`src/rtl/sdiv_pkg.sv`:
```
package sdiv_pkg;

    typedef enum logic [1:0] {
        ST_IDLE     = 2'd0,
        ST_REST_PH  = 2'd1,
        ST_DRIVE_PH = 2'd2
    } sdiv_state_e;

    function automatic int max_int(input int a, input int b);
        return (a > b) ? a : b;
    endfunction

endpackage

```
`src/rtl/sdiv_word_decode.sv`:
```
module sdiv_word_decode #(
    parameter int LIN_W  = 8,
    parameter int EXP_W  = 4,
    parameter int HALF_W = 15
) (
    input  logic [LIN_W+EXP_W:0] ctrl_word,
    output logic [HALF_W-1:0]    half_cyc
);
    localparam int SEL_BIT = LIN_W + EXP_W;
    localparam int N_EXP   = 2 ** EXP_W;

    logic [LIN_W-1:0]  lin_f;
    logic [EXP_W-1:0]  exp_f;
    logic              lin_sel;
    logic [HALF_W-1:0] lin_half;
    logic [HALF_W-1:0] pow_tbl [N_EXP];

    assign lin_f   = ctrl_word[LIN_W-1:0];
    assign exp_f   = ctrl_word[SEL_BIT-1:LIN_W];
    assign lin_sel = ctrl_word[SEL_BIT];

    // Linear law: half period of N+1 module cycles
    assign lin_half = HALF_W'(lin_f) + HALF_W'(1);

    // Exponential law: half period of 2^(E-1); E=0 folds onto E=1
    for (genvar k = 0; k < N_EXP; k++) begin : g_pow
        if (k == 0) begin : g_floor
            assign pow_tbl[k] = HALF_W'(1);
        end else begin : g_shift
            assign pow_tbl[k] = HALF_W'(1) << (k - 1);
        end
    end

    // only the selected field reaches the output
    assign half_cyc = lin_sel ? lin_half : pow_tbl[exp_f];

endmodule

```
`src/rtl/sdiv_cfg_hold.sv`:
```
module sdiv_cfg_hold #(
    parameter int HALF_W = 15
) (
    input  logic              clk_mod,
    input  logic              rst_n,
    input  logic              load,
    input  logic [HALF_W-1:0] half_in,
    input  logic              cpol_in,
    output logic [HALF_W-1:0] half_q,
    output logic              cpol_q
);

    // configuration is captured only while the divider is idle
    always_ff @(posedge clk_mod or negedge rst_n) begin
        if (!rst_n) begin
            half_q <= HALF_W'(1);
            cpol_q <= 1'b0;
        end else if (load) begin
            half_q <= half_in;
            cpol_q <= cpol_in;
        end
    end

    // whatever was captured, the half period is at least one cycle
    a_r4_half_nonzero: assert property (
        @(posedge clk_mod) disable iff (!rst_n)
        load |=> (half_q != '0)
    );

endmodule

```
`src/rtl/sdiv_phase_fsm.sv`:
```
module sdiv_phase_fsm
    import sdiv_pkg::*;
#(
    parameter int HALF_W = 15
) (
    input  logic              clk_mod,
    input  logic              rst_n,
    input  logic              en,
    input  logic [HALF_W-1:0] half_live,
    input  logic [HALF_W-1:0] half_q,
    input  logic              cpol_live,
    input  logic              cpol_q,
    output logic              is_idle,
    output logic              sclk,
    output logic              lead_stb,
    output logic              trail_stb
);
    localparam int DW_W = HALF_W + 1;

    sdiv_state_e       state;
    sdiv_state_e       nxt;
    logic [HALF_W-1:0] cnt;
    logic              cnt_zero;

    assign cnt_zero = (cnt == '0);
    assign is_idle  = (state == ST_IDLE);

    // Next-state logic
    always_comb begin
        nxt = state;
        unique case (state)
            ST_IDLE: begin
                if (en) nxt = ST_REST_PH;                 // T_START
            end
            ST_REST_PH: begin
                if (!en)          nxt = ST_IDLE;          // T_STOP
                else if (cnt_zero) nxt = ST_DRIVE_PH;     // T_LEAD
            end
            ST_DRIVE_PH: begin
                if (!en)          nxt = ST_IDLE;          // T_STOP
                else if (cnt_zero) nxt = ST_REST_PH;      // T_TRAIL
            end
            default: nxt = ST_IDLE;
        endcase
    end

    // State register
    always_ff @(posedge clk_mod or negedge rst_n) begin
        if (!rst_n) state <= ST_IDLE;
        else        state <= nxt;
    end

    // Half-period counter
    always_ff @(posedge clk_mod or negedge rst_n) begin
        if (!rst_n) begin
            cnt <= '0;
        end else if (nxt != state) begin
            cnt <= (state == ST_IDLE) ? (half_live - HALF_W'(1))
                                      : (half_q - HALF_W'(1));
        end else if (state != ST_IDLE) begin
            cnt <= cnt - HALF_W'(1);
        end
    end

    // Output register: strobes coincide with the sclk change
    always_ff @(posedge clk_mod or negedge rst_n) begin
        if (!rst_n) begin
            lead_stb  <= 1'b0;
            trail_stb <= 1'b0;
        end else begin
            lead_stb  <= (state == ST_REST_PH)  && (nxt == ST_DRIVE_PH);
            trail_stb <= (state == ST_DRIVE_PH) && (nxt == ST_REST_PH);
        end
    end

    // Serial clock: live polarity when idle, captured polarity when active
    always_comb begin
        unique case (state)
            ST_IDLE:     sclk = cpol_live;
            ST_REST_PH:  sclk = cpol_q;
            ST_DRIVE_PH: sclk = ~cpol_q;
            default:     sclk = cpol_live;
        endcase
    end

    // ---------------- checking logic ----------------
    logic [DW_W-1:0] dwell;
    logic            last_was_lead;

    always_ff @(posedge clk_mod or negedge rst_n) begin
        if (!rst_n) begin
            dwell         <= DW_W'(1);
            last_was_lead <= 1'b0;
        end else begin
            if (nxt != state)      dwell <= DW_W'(1);
            else if (dwell != '1)  dwell <= dwell + DW_W'(1);
            if (state == ST_IDLE)  last_was_lead <= 1'b0;
            else if (lead_stb)     last_was_lead <= 1'b1;
            else if (trail_stb)    last_was_lead <= 1'b0;
        end
    end

    // every completed phase lasts exactly the captured half period
    a_r1_half_len: assert property (
        @(posedge clk_mod) disable iff (!rst_n)
        (state != ST_IDLE && nxt != state && nxt != ST_IDLE)
            |-> (dwell == {1'b0, half_q})
    );

    // disabled means resting clock and quiet strobes
    a_r6_quiet_when_off: assert property (
        @(posedge clk_mod) disable iff (!rst_n)
        !en |=> (!lead_stb && !trail_stb && sclk == cpol_live)
    );

    // strobes are single-cycle
    a_r7_lead_single: assert property (
        @(posedge clk_mod) disable iff (!rst_n)
        lead_stb |=> !lead_stb
    );

    // strobes alternate, leading first
    a_r7_alternate: assert property (
        @(posedge clk_mod) disable iff (!rst_n)
        (lead_stb |-> !last_was_lead) and (trail_stb |-> last_was_lead)
    );

    // sclk level at each strobe
    a_r7_level: assert property (
        @(posedge clk_mod) disable iff (!rst_n)
        (lead_stb |-> sclk == ~cpol_q) and (trail_stb |-> sclk == cpol_q)
    );

endmodule

```
`src/rtl/sclk_divgen.sv`:
```
module sclk_divgen
    import sdiv_pkg::*;
#(
    parameter int LIN_W = 8,
    parameter int EXP_W = 4
) (
    input  logic                   clk_mod,
    input  logic                   rst_n,
    input  logic                   en,
    input  logic [LIN_W+EXP_W:0]   div_word,
    input  logic                   cpol,
    output logic                   sclk,
    output logic                   lead_stb,
    output logic                   trail_stb
);
    // Wide enough for N+1 and for 2^(2^EXP_W - 2)
    localparam int HALF_W = max_int(LIN_W + 1, (2 ** EXP_W) - 1);

    logic [HALF_W-1:0] half_live;
    logic [HALF_W-1:0] half_q;
    logic              cpol_q;
    logic              is_idle;

    sdiv_word_decode #(
        .LIN_W  (LIN_W),
        .EXP_W  (EXP_W),
        .HALF_W (HALF_W)
    ) u_decode (
        .ctrl_word (div_word),
        .half_cyc  (half_live)
    );

    sdiv_cfg_hold #(
        .HALF_W (HALF_W)
    ) u_hold (
        .clk_mod (clk_mod),
        .rst_n   (rst_n),
        .load    (is_idle),
        .half_in (half_live),
        .cpol_in (cpol),
        .half_q  (half_q),
        .cpol_q  (cpol_q)
    );

    sdiv_phase_fsm #(
        .HALF_W (HALF_W)
    ) u_fsm (
        .clk_mod   (clk_mod),
        .rst_n     (rst_n),
        .en        (en),
        .half_live (half_live),
        .half_q    (half_q),
        .cpol_live (cpol),
        .cpol_q    (cpol_q),
        .is_idle   (is_idle),
        .sclk      (sclk),
        .lead_stb  (lead_stb),
        .trail_stb (trail_stb)
    );

endmodule

```
`config.mk`:
```
export PLATFORM = sky130hd
export DESIGN_NAME = sclk_divgen
export DESIGN_NICKNAME = d
export VERILOG_FILES = /design/src/rtl/sdiv_pkg.sv /design/src/rtl/sdiv_word_decode.sv /design/src/rtl/sdiv_cfg_hold.sv /design/src/rtl/sdiv_phase_fsm.sv /design/src/rtl/sclk_divgen.sv
export SDC_FILE = /design/constraint.sdc
export NUM_CORES = 1
export LEC_CHECK = 0
export ABC_CLOCK_PERIOD_IN_PS = 5050
export BUFFER_PORTS_ARGS = -buffer_cell sky130_fd_sc_hd__buf_2
export CORE_UTILIZATION = 35
export CTS_BUF_LIST = sky130_fd_sc_hd__clkbuf_8
export CTS_CLUSTER_DIAMETER = 100
export DETAILED_ROUTE_END_ITERATION = 7
export GPL_TIMING_DRIVEN = 0
export PLACE_DENSITY_LB_ADDON = 0.08
export SYNTH_ARGS = -nofsm -noshare
export SYNTH_HDL_FRONTEND = slang
export SYNTH_SLANG_ARGS = --single-unit
```
`constraint.sdc`:
```
create_clock -name clk_mod -period 5.05 [get_ports clk_mod]
set_input_delay 0.2525 -clock clk_mod [delete_from_list [all_inputs] [get_ports clk_mod]]
set_output_delay 0.2525 -clock clk_mod [all_outputs]
set_load 0.03 [all_outputs]
```
==> summary.md <==
| Metric | Value |
|---|---|
| First-pass GRT wire length | roughly 11 mm |
| Starting Density | 0.366 |
| Max-slew headroom | 0.361 |
| CTS tree | yes |
| Gr usage total | 0.192 |
| Synth warn | 0 |
| Hold Crit Class | in -> async |
| Worst Setup Slack, final | 0.463 ns |
| Worst-path clk slew | ~0.070 ns |
| Reg-to-Reg End | u_fsm.cnt[10] |
| Hold slack | 0.0733 ns |
| Die width | 86.7 um |
| Slew @ Worst Pin | 0.946 ns |
| Syn_area_per_cell | 9.11 um2 |
| Residual DRC | 0 |
| Worst setup path start | u_fsm.state[0] |
| Critical Path Sink | u_fsm.cnt[10] |
| Worst-path maximum fanout | 10 |
| Sink Count | 35 |
| #FFs+latches synth | 35 |
| Status | finished clean |
| Mapped Area | 2510 um2 |
| Post-Synth Simple-Gate Area | 0.303 |
| Synth top area cells | dfrtp_1 34%, xnor2_1 4.9%, ha_1 3.5%, nand3_1 2.8%, nor2_1 2.7% |
| Detailed Routing Iterations Pass 1 | 4 |
| Hold_buf cts | 0 |
| I/O pin total | 20 |
| Setup Crit Path Kind | reg -> reg |
| Nets | 324 |
| VDD IR max | 0.176 mV |
| Area grow syn2layout | 11.6% |
| Fmax | 218 MHz |
| Crit share post-route | 0.908 |
| Multiplexer share of the synthesized area | 0.0204 |
| Post-layout min period | 4.59 ns |
| 1st-iter DRT viols | 115 |
| DR WL/cell | 16.4 um |
| Pwr Density | 545 nW/um2 |
| Crit start category | register |
| FF-to-FF path depth | 14 |
| FP Rows | 30 |
| Longest Clk Path Bufs | 2 |
| Cts bufs inserted | 5 |
| Die area | between 7000 and 8000 um2 |
| Main combinational cell family by area after synthesis | simple AND/OR/NAND/NOR gates |
| CP Capture Type | register |
| Asr flop ratio synth | 1.00 |
| Largest net degree at the start of global routing | 36 |
| Vias per cell | 5.45 |
| Fraction of synthesized cell area in xor and xnor cells | 0.0662 |
| Reg2Reg Launch Point | u_fsm.state[0] |
| # setup viols final | 0 |
| RSZ-0062 raised after global routing | no |
| Max Cap Viol | 0 |
| Post-synth EDFFs | 0 |
| Routed WL | 6.51 mm |
| Fin. Hold Viols | 0 |
| Post-synth top flop | dfrtp_1 |
| Static leakage | about 1.1 nW |
| Root Driver | clkbuf_8 |
| Share of cells above drive strength 1 | 0.150 |
| Post-synthesis compound-gate area fraction | 0.181 |
| Clock skew | 0.00556 ns |
| DPL Wire Length | between 4 and 5 mm |
| Top-count cell post-synth | dfrtp_1 |
| Core Box Area | 6870 um2 |
| Synth top area share | 0.338 |
| Synth top cells by count | 34 x dfrtp_1, 18 x nor2_1, 17 x nand2_1, 14 x nand3_1, 14 x xnor2_1 |
| Port bufs | 17 |
| Vias | 2,164 |
| Post-synth cell types | 63 |
| Pwr Total | 1.53 mW |
| Place WS | 0.241 ns |
| Post-Synthesis Cells | 276 |
| Final setup TNS | 0 ns |
| Critical Path AT | 4.77 ns |
| Net Count, Synth | 300 |
| Post-synthesis sequential area ratio | 0.349 |
| Cell taking the most area after synthesis | dfrtp_1 |
| Slew Viols, Final | 0 |
| Worst skew pair latency | around 0.29 ns |
| GP Congestion | a little under 0.8 |
| N_diodes | 0 |
| R2r setup slk | 0.46 ns |
| Critical Path RT | 5.24 ns |
| Initial antenna violation count | 0 |
| Total gr overflow | 0 |
| Detail Route Antenna Nets | 0 |
| Die Span Y | 86.7 um |
| H-tree depth | 2 |
| Vias in the first global route | 2,107 |
| Synth Area in Adders | 0.0348 |
## repair_timing
action,in CTS,in global routing
gates resized for setup,0,1
buffers inserted,0,0
endpoints found under the setup margin,0,2
## metrics by stage
step / util / instances / area (um2)
after detailed placement: 0.396 / 389 / 2720
after floorplan: - / 276 / 2510
after global routing: 0.408 / 397 / 2810
after global placement: 0.396 / 389 / 2720
after CTS: 0.407 / 397 / 2800
final: 0.408 / 397 / 2810
## report_power, final
| group | switching, mW | internal, mW |
|---|---|---|
| Combinational | 0.520 | 0.347 |
| Sequential | 0.0855 | 0.385 |
| Clock | 0.100 | 0.0919 |
## worst max-delay path: stages, from the launching register on
cell       delay (ns)
dfrtp_1          0.52
inv_1            0.11
ha_1             0.31
inv_1            0.12
clkbuf_1         0.46
nand3_1          0.22
a2111oi_4        0.34
o21ai_1          0.20
clkbuf_1         0.30
a21oi_1          0.31
ha_1             0.33
or3b_2           0.50
nor4_2           0.35
a21oi_1          0.13
o31ai_1          0.29
## worst min path at each step
stage	end	slack (ns)	cells past startpoint
6_report	u_fsm.cnt[10]	0.07	1
5_1_grt	u_fsm.state[1]	0.14	1
4_1_cts	u_fsm.cnt[9]	0.09	1
3_5_place_dp	u_hold.half_q[6]	0.40	1
3_3_place_gp	u_hold.half_q[6]	0.42	1
2_1_floorplan	u_fsm.cnt[0]	-0.04	0
## state kept, by name, summed over array words and instances, names as in the netlist
register	flops
u_fsm.cnt	15
u_fsm.lead_stb	1
u_fsm.state	2
u_fsm.trail_stb	1
u_hold.cpol_q	1
u_hold.half_q	15
## kinds of logic after synthesis
kind of cell | count (synthesis)
AO/OA/AOI/OAI | 61
XOR/XNOR | 19
adder cells (fa/ha/maj) | 7
buffers and inverters | 26
flip-flops | 35
multiplexers | 5
AND/OR/NAND/NOR | 123
## placed cells by master (no fill, tap or decap), types with 4 or more instances in the layout
master | Yosys | routed
nor4_1 | 9 | 8
nand3_1 | 14 | 14
nand3b_1 | 4 | 4
nor3_1 | 8 | 8
dfrtp_1 | 34 | 34
o21ai_0 | 11 | 11
or3_1 | 6 | 6
o31ai_1 | 4 | 4
inv_1 | 10 | 13
clkbuf_1 | 7 | 7
nor2_1 | 18 | 18
xor2_1 | 5 | 5
xnor2_1 | 14 | 14
buf_2 | 5 | 22
mux2i_1 | 4 | 4
ha_1 | 7 | 7
nand2_1 | 17 | 17
o2bb2ai_1 | 7 | 7
nand2b_1 | 5 | 5
clkbuf_8 | 0 | 5
a211oi_1 | 5 | 5
and2_1 | 4 | 4
nor2b_1 | 5 | 5
a21oi_1 | 9 | 9
## per-layer routing
layer | vias to the layer above | routed length [um] | global-route usage | share of wire
met1 | 1051 | 3280 | 0.271 | 0.50
met3 | 5 | 203 | 0.0286 | 0.031
li1 | 1076 | - | - | -
met4 | 0 | 68 | 0.0500 | 0.010
met2 | 32 | 2960 | 0.308 | 0.45
met5 | - | 0 | 0 | 0
## layout make-up
cell class	count	area [um2]
plain buffers	16	77.6
clock buffers	5	68.8
clock inverters	3	11.3
fillers	710	4060
inverters	10	37.5
multi-input cells	215	1530
flip-flops and latches	35	877
well taps	96	120
repair buffers	17	85.1
No activity file was read; power rests on OpenSTA's default activity.
